## src/rtl/posl_pkg.sv

```systemverilog
// Shared parameters and types for the raster position latch.
// Assumes the consumers pick widths no larger than a few dozen bits.
package posl_pkg;
    localparam int POSL_HPOS_W = 8;
    localparam int POSL_VPOS_W = 6;
    localparam int POSL_SYNC_STAGES = 2;

    typedef enum logic {
        SEL_COLUMN = 1'b0,
        SEL_ROW    = 1'b1
    } posl_sel_e;
endpackage

```

## src/rtl/posl_sync.sv

```systemverilog
// Multi-flop synchronizer for a single asynchronous level.
// Resets to RST_VAL so that an idle-high strobe gives no false edge at reset release.
module posl_sync #(
    parameter int   STAGES  = 2,
    parameter logic RST_VAL = 1'b1
) (
    input  logic clk,
    input  logic rst_n,
    input  logic async_i,
    output logic sync_o
);
    logic [STAGES-1:0] chain_q;

    // Shift the raw level through the flop chain.
    always_ff @(posedge clk) begin
        if (!rst_n) begin
            chain_q <= {STAGES{RST_VAL}};
        end else begin
            chain_q <= {chain_q[STAGES-2:0], async_i};
        end
    end

    assign sync_o = chain_q[STAGES-1];
endmodule

```

## src/rtl/posl_fall_det.sv

```systemverilog
// Produces a one-cycle pulse when a synchronous level goes from 1 to 0.
// Assumes the input is already in the clk domain.
module posl_fall_det (
    input  logic clk,
    input  logic rst_n,
    input  logic level_i,
    output logic fall_o
);
    logic prev_q;

    // Remember the level from the previous cycle.
    always_ff @(posedge clk) begin
        if (!rst_n) begin
            prev_q <= 1'b1;
        end else begin
            prev_q <= level_i;
        end
    end

    assign fall_o = prev_q & ~level_i;
endmodule

```

## src/rtl/posl_capture.sv

```systemverilog
// Holds the captured column/row counts and the fresh-capture flag.
// A capture has priority over a flag-clearing read in the same cycle.
module posl_capture #(
    parameter int HPOS_W = 8,
    parameter int VPOS_W = 6
) (
    input  logic              clk,
    input  logic              rst_n,
    input  logic              cap_stb,
    input  logic              clr_req,
    input  logic [HPOS_W-1:0] hpos_i,
    input  logic [VPOS_W-1:0] vpos_i,
    output logic [HPOS_W-1:0] lat_h,
    output logic [VPOS_W-1:0] lat_v,
    output logic              cap_valid
);
    // Load both position latches on a capture pulse.
    always_ff @(posedge clk) begin
        if (!rst_n) begin
            lat_h <= '0;
            lat_v <= '0;
        end else if (cap_stb) begin
            lat_h <= hpos_i;
            lat_v <= vpos_i;
        end
    end

    // Set on capture, clear on column read, capture first.
    always_ff @(posedge clk) begin
        if (!rst_n) begin
            cap_valid <= 1'b0;
        end else if (cap_stb) begin
            cap_valid <= 1'b1;
        end else if (clr_req) begin
            cap_valid <= 1'b0;
        end
    end
endmodule

```

## src/rtl/raster_pos_latch.sv

```systemverilog
// Top of the raster position latch: synchronizes the strobe, finds its
// falling edge, captures the character counters and serves host reads.
// Assumes the counters are synchronous to clk and advance once per cell.
module raster_pos_latch
    import posl_pkg::*;
#(
    parameter int HPOS_W      = POSL_HPOS_W,
    parameter int VPOS_W      = POSL_VPOS_W,
    parameter int SYNC_STAGES = POSL_SYNC_STAGES,
    localparam int DATA_W     = (HPOS_W > VPOS_W) ? HPOS_W : VPOS_W
) (
    input  logic              clk,
    input  logic              rst_n,
    input  logic              strobe_n,
    input  logic [HPOS_W-1:0] hpos_i,
    input  logic [VPOS_W-1:0] vpos_i,
    input  logic              rd_en,
    input  logic              rd_sel,
    output logic [DATA_W-1:0] rd_data,
    output logic [HPOS_W-1:0] lat_h,
    output logic [VPOS_W-1:0] lat_v,
    output logic              cap_valid
);
    logic strobe_sync;
    logic cap_stb;
    logic clr_req;

    posl_sync #(
        .STAGES  (SYNC_STAGES),
        .RST_VAL (1'b1)
    ) sync_i (
        .clk     (clk),
        .rst_n   (rst_n),
        .async_i (strobe_n),
        .sync_o  (strobe_sync)
    );

    posl_fall_det fall_i (
        .clk     (clk),
        .rst_n   (rst_n),
        .level_i (strobe_sync),
        .fall_o  (cap_stb)
    );

    assign clr_req = rd_en && (rd_sel == SEL_COLUMN);

    posl_capture #(
        .HPOS_W (HPOS_W),
        .VPOS_W (VPOS_W)
    ) cap_i (
        .clk       (clk),
        .rst_n     (rst_n),
        .cap_stb   (cap_stb),
        .clr_req   (clr_req),
        .hpos_i    (hpos_i),
        .vpos_i    (vpos_i),
        .lat_h     (lat_h),
        .lat_v     (lat_v),
        .cap_valid (cap_valid)
    );

    // Read mux: selected latch, zero-extended.
    always_comb begin
        rd_data = '0;
        if (rd_sel == SEL_ROW) begin
            rd_data[VPOS_W-1:0] = lat_v;
        end else begin
            rd_data[HPOS_W-1:0] = lat_h;
        end
    end
endmodule

```

## config.mk

```make
export PLATFORM = sky130hd
export DESIGN_NAME = raster_pos_latch
export DESIGN_NICKNAME = d
export VERILOG_FILES = /design/src/rtl/posl_pkg.sv /design/src/rtl/posl_sync.sv /design/src/rtl/posl_fall_det.sv /design/src/rtl/posl_capture.sv /design/src/rtl/raster_pos_latch.sv
export SDC_FILE = /design/constraint.sdc
export NUM_CORES = 1
export LEC_CHECK = 0
export BUFFER_PORTS_ARGS = -buffer_cell sky130_fd_sc_hd__buf_2
export CORE_UTILIZATION = 39
export CTS_BUF_LIST = sky130_fd_sc_hd__clkbuf_8
export CTS_CLUSTER_DIAMETER = 80
export DETAILED_ROUTE_END_ITERATION = 8
export GPL_TIMING_DRIVEN = 0
export PLACE_DENSITY = 0.75
export SLEW_MARGIN = 20
export SYNTH_ARGS = -nofsm -noshare
export SYNTH_HDL_FRONTEND = slang
export SYNTH_HIERARCHICAL = 1
export SYNTH_SLANG_ARGS = --single-unit
```

## constraint.sdc

```tcl
create_clock -name clk -period 2.5 [get_ports clk]
set_clock_uncertainty 0.1 [all_clocks]
set_input_delay 0.75 -clock clk [delete_from_list [all_inputs] [get_ports clk]]
set_output_delay 0.75 -clock clk [all_outputs]
set_load 0.05 [all_outputs]
```

Word-level counts from Yosys, hierarchy flattened:

Cells that the tools add are included.

* bitwise logic cells: 3
* mux-type cells: 4
* reduce and logical (&&, ||, !) cells: 2

Operators with widths (count)
* 6-bit 2-to-1 mux: 1
* 1-bit 2-to-1 mux: 2
* 2-bit 2-to-1 mux: 1
* 1-bit NOT: 2
* 2-bit nonzero test: 1
* 1-bit AND: 1
* 1-bit logical AND: 1

* bits in registers: 18
* word-level logic and storage cells: 14
* input bits: 19

Depth between registers and ports, before layout:

* depth after elaboration: 4
* depth in mapped cells: 5
* depth with buffers taken out: 3

Modules after synthesis:

Netlist, hierarchy kept.

By module, submodules not included
* posl_capture: instances 1, cells each 48, sequential area each 300.3 µm², area an instance 576.8 µm²
* raster_pos_latch: instances 1, cells each 10, sequential area each 0.0 µm², area an instance 127.6 µm²
* posl_sync: instances 1, cells each 4, sequential area each 40.0 µm², area an instance 52.6 µm²
* posl_fall_det: instances 1, cells each 3, sequential area each 20.0 µm², area an instance 32.5 µm²

Worst setup path before layout:

Ideal clock, no wire load.

* kind: in2out
* start: input port rd_sel
* end: output port rd_data[0]
* stages on the path: 2
* path slack: 0.400 ns
* data arrival time: 1.250 ns
* cell sequence: buf_6 -> mux2_4

* cells in the longest elaborated chain, start to end: 1

Ends and longest elaborated chain
* start, declared: RTL line raster_pos_latch.sv:18 `input logic rd_sel,`
* 6-bit 2-to-1 mux: RTL line raster_pos_latch.sv:65 `if (rd_sel == SEL_ROW) begin`
* end, declared: RTL line raster_pos_latch.sv:19 `output logic [DATA_W-1:0] rd_data,`

Every way passes these cells.

Worst setup path in the final report:

* start: input port rd_sel
* end: output port rd_data[3]

Same word-level chain as after synthesis.

==> results list <==
- Cell type of the slowest stage on the worst timing path: mux2_4
- Total wire length: 1460 µm
- Cell types occupying the most area after synthesis: dfxtp_1 (46%), mux2i_1 (18%), nor2b_1 (13%)
- Via Count: 588
- Synthesized netlist net count: 84
- Sinks on Clock Net: 18
- In the synthesized netlist the async set-or-reset flop fraction comes to 0%.
- In this run the static leakage power is 0.516 nW.
* Vias per std cell: 4.39
- Setup total negative slack on the finished layout was measured at 0 ps.
- Horizontal die dimension: 47.0 µm
- TritonCTS built the clock tree.
- Max-cap violations in this run came to 0.
* Wire length of the first global-routing pass: 2220 µm
- Run status: finished clean
- Num CTS Buffers: 3
- Across the VDD grid, the largest voltage drop is 0.000340 V.
* Total count of hold-check failures in the final report: 0
* Yosys top cell area share: 45.6%
- Final RePlAce weighted congestion: 0.664
- The initialized floorplan defines 15 standard-cell rows.
* Sequential area share after synthesis: 45.6%
- Post-Syn Area per Cell: 12.1 µm²
- By instance count, the leading cell after synthesis is dfxtp_1.
* Number of hold buffers added after cts: 0
* Critical-path maximum fanout: 9
* Slew Limit Headroom: 77.2%
- The count of nets left with antenna violations once routing finished came out at 0.
- The synthesized netlist devotes 0% of its cell area to XOR and XNOR gates.
* CTS max path bufs: 2
- Slowest Stage Delay on Critical Path: 300 ps
* Hold Worst Slack: 307 ps
* Buf/Inv on CP: 2
- Of all cell types, the one taking the most synthesized area is dfxtp_1.
* Min cycle time layout: 2250 ps
- List of most frequent post-synthesis cells: dfxtp_1 (18), nor2b_1 (16), mux2i_1 (14)
- In the final design database the tool counted 129 nets.
- Number of violations reported at the end of detailed-routing iteration 0: 0
* Crit path launch type: input pin
- Area of the mapped netlist: 790 µm²
- Detail Placement HPWL: 1130 µm
* Series of cell instances along the critical path: buf_6 > mux2_4 > buf_2
- Fin crit share: 89.9%
* Area of the die: 2210 µm²
- In this run, synthesis inferred 0 flip-flops with an integrated enable.
- Summing the areas of all compound-gate instances in the mapped netlist gives 0.951% of the synthesized area.
- Clock Latency Late Sink: 240 ps
* Req. time, crit path: 1650 ps
- Number of setup buffers added after CTS: 0
- Endpoint class of the critical path: output pin
* Post-synth cell types: 10
* Number of storage elements in the synthesis netlist: 18
- The root buffer cell chosen for the clock tree is clkbuf_8.
- Antenna diode count: 0
- Number of setup violations in the final report: 0
- For this run, the detailed router's first-pass iteration total came to 1.
- After synthesis, the largest family of logic cells by area is multiplexers.
* Count of yosys warnings during synthesis: 6
- Hold Path Class: reg -> reg
- Gates resized during post-CTS repair numbered 0.
- Maximum number of pins on one net before global-route repair: 11
- Compared with the post-synthesis result, the final layout area differs by 36.3%.
- The startpoint identified for the worst register-to-register timing path is fall_i/prev_q.
- Total grt overflow: 0
- Core outline area: 1800 µm²
- During I/O placement, the number of pins put on the boundary was 42.
- For this run, design rule violations remaining after detail routing come to 0.
- The post-route netlist has 51.4% of its cells at a drive strength greater than 1.
* Setup repair after global routing missed its margin: false
* All-Layer GR Usage: 14.9%
- Floorplan die height: 47.0 µm
* Number of levels in the clock H-tree: 1
- Least-Margin Pin Slew: 343 ps
- The via count of the first global-routing pass is 490.
- The synthesized netlist devotes 18.4% of its cell area to simple gates.
* Number of cells produced by synthesis: 65
* Final-report max-slew violation count: 0
* Power per unit of standard cell area: 602 nW/µm²
- Worst path arrival time: 1400 ps
- Category of cells accounting for the largest share of critical-path delay: buffers and inverters
- Among all flip-flop cells after synthesis, the most frequent one is dfxtp_1.
* CP Launch Point: rd_sel
- Number of antenna violations at the first check in global routing: 0
- Measured against the total synthesized area, the mux share comes to 29.2%.
- Fmax: 0.445 GHz
- Category of the most critical setup path: in -> out
- Routed length per instance: 10.9 µm
- Reg clk slew, reported paths: 60 ps
* Starting utilization of the core area: 43.8%
- Min-Delay Startpoint: sync_i/chain_q[0]
- During placement, the flow inserted port buffers numbering 40.
* Post-synthesis adder-cell area fraction: 0%
state kept, by name (all words and copies together) (netlist names):
register	cells
cap_i/lat_h	8
cap_i/lat_v	6
sync_i/chain_q	2
cap_i/cap_valid	1
fall_i/prev_q	1
cells in the final DEF, fill, tap and decap left out, drive strengths merged:
master	Yosys	final
and2b	3	3
buf	3	43
clkbuf	1	5
dfxtp	18	18
mux2	6	6
mux2i	14	14
nand2b	3	3
nor2b	16	16
o21a	1	1
power breakdown:
part,switching [mW],internal (mW)
logic,0.0701,0.0448
clock network,0.0904,0.140
registers,0.00580,0.297
total,0.166,0.482
layer usage:
layer	track usage, %	up-vias	part of all wire (%)
met5	0	-	0
met4	8.57	0	1.3
met3	2.31	2	4.3
met2	25.6	18	54
met1	17.7	267	40
li1	-	301	-
metrics by stage:
stage                     utilization (%)  instance area (µm²)  std cells  total power, mW  worst slack [ps]
final                                59.7                 1080        134            0.648               252
after global routing                 59.7                 1080        134            0.676               228
after CTS                            59.7                 1080        134            0.658               242
after floorplan                         -                  790         65            0.394               400
after detailed placement             56.7                 1020        130            0.426               247
after global placement               56.7                 1020        130            0.424               246
final cells by class:
cell class / count / area (µm²)
plain buffers: 4 / 46.3
multi-input cells: 43 / 383
well taps: 25 / 31.3
flip-flops and latches: 18 / 360
fillers: 171 / 726
clock buffers: 4 / 55.1
repair buffers: 40 / 200
logic make-up after synthesis:
family	Yosys count
buf+inv	4
flops	18
simple gates	22
compound gates	1
mux	20
path summary, 6_finish.rpt:
| path | to | slack (ps) | depth (start not counted) |
|---|---|---|---|
| setup / recovery | rd_data[3] | 250 | 3 |
| hold / removal | sync_i/chain_q[1] | 310 | 1 |
| setup reg to reg | cap_i/lat_v[4] | 1260 | 5 |
| hold reg to reg | sync_i/chain_q[1] | 310 | 1 |
No activity file was read; power rests on OpenSTA's default activity.
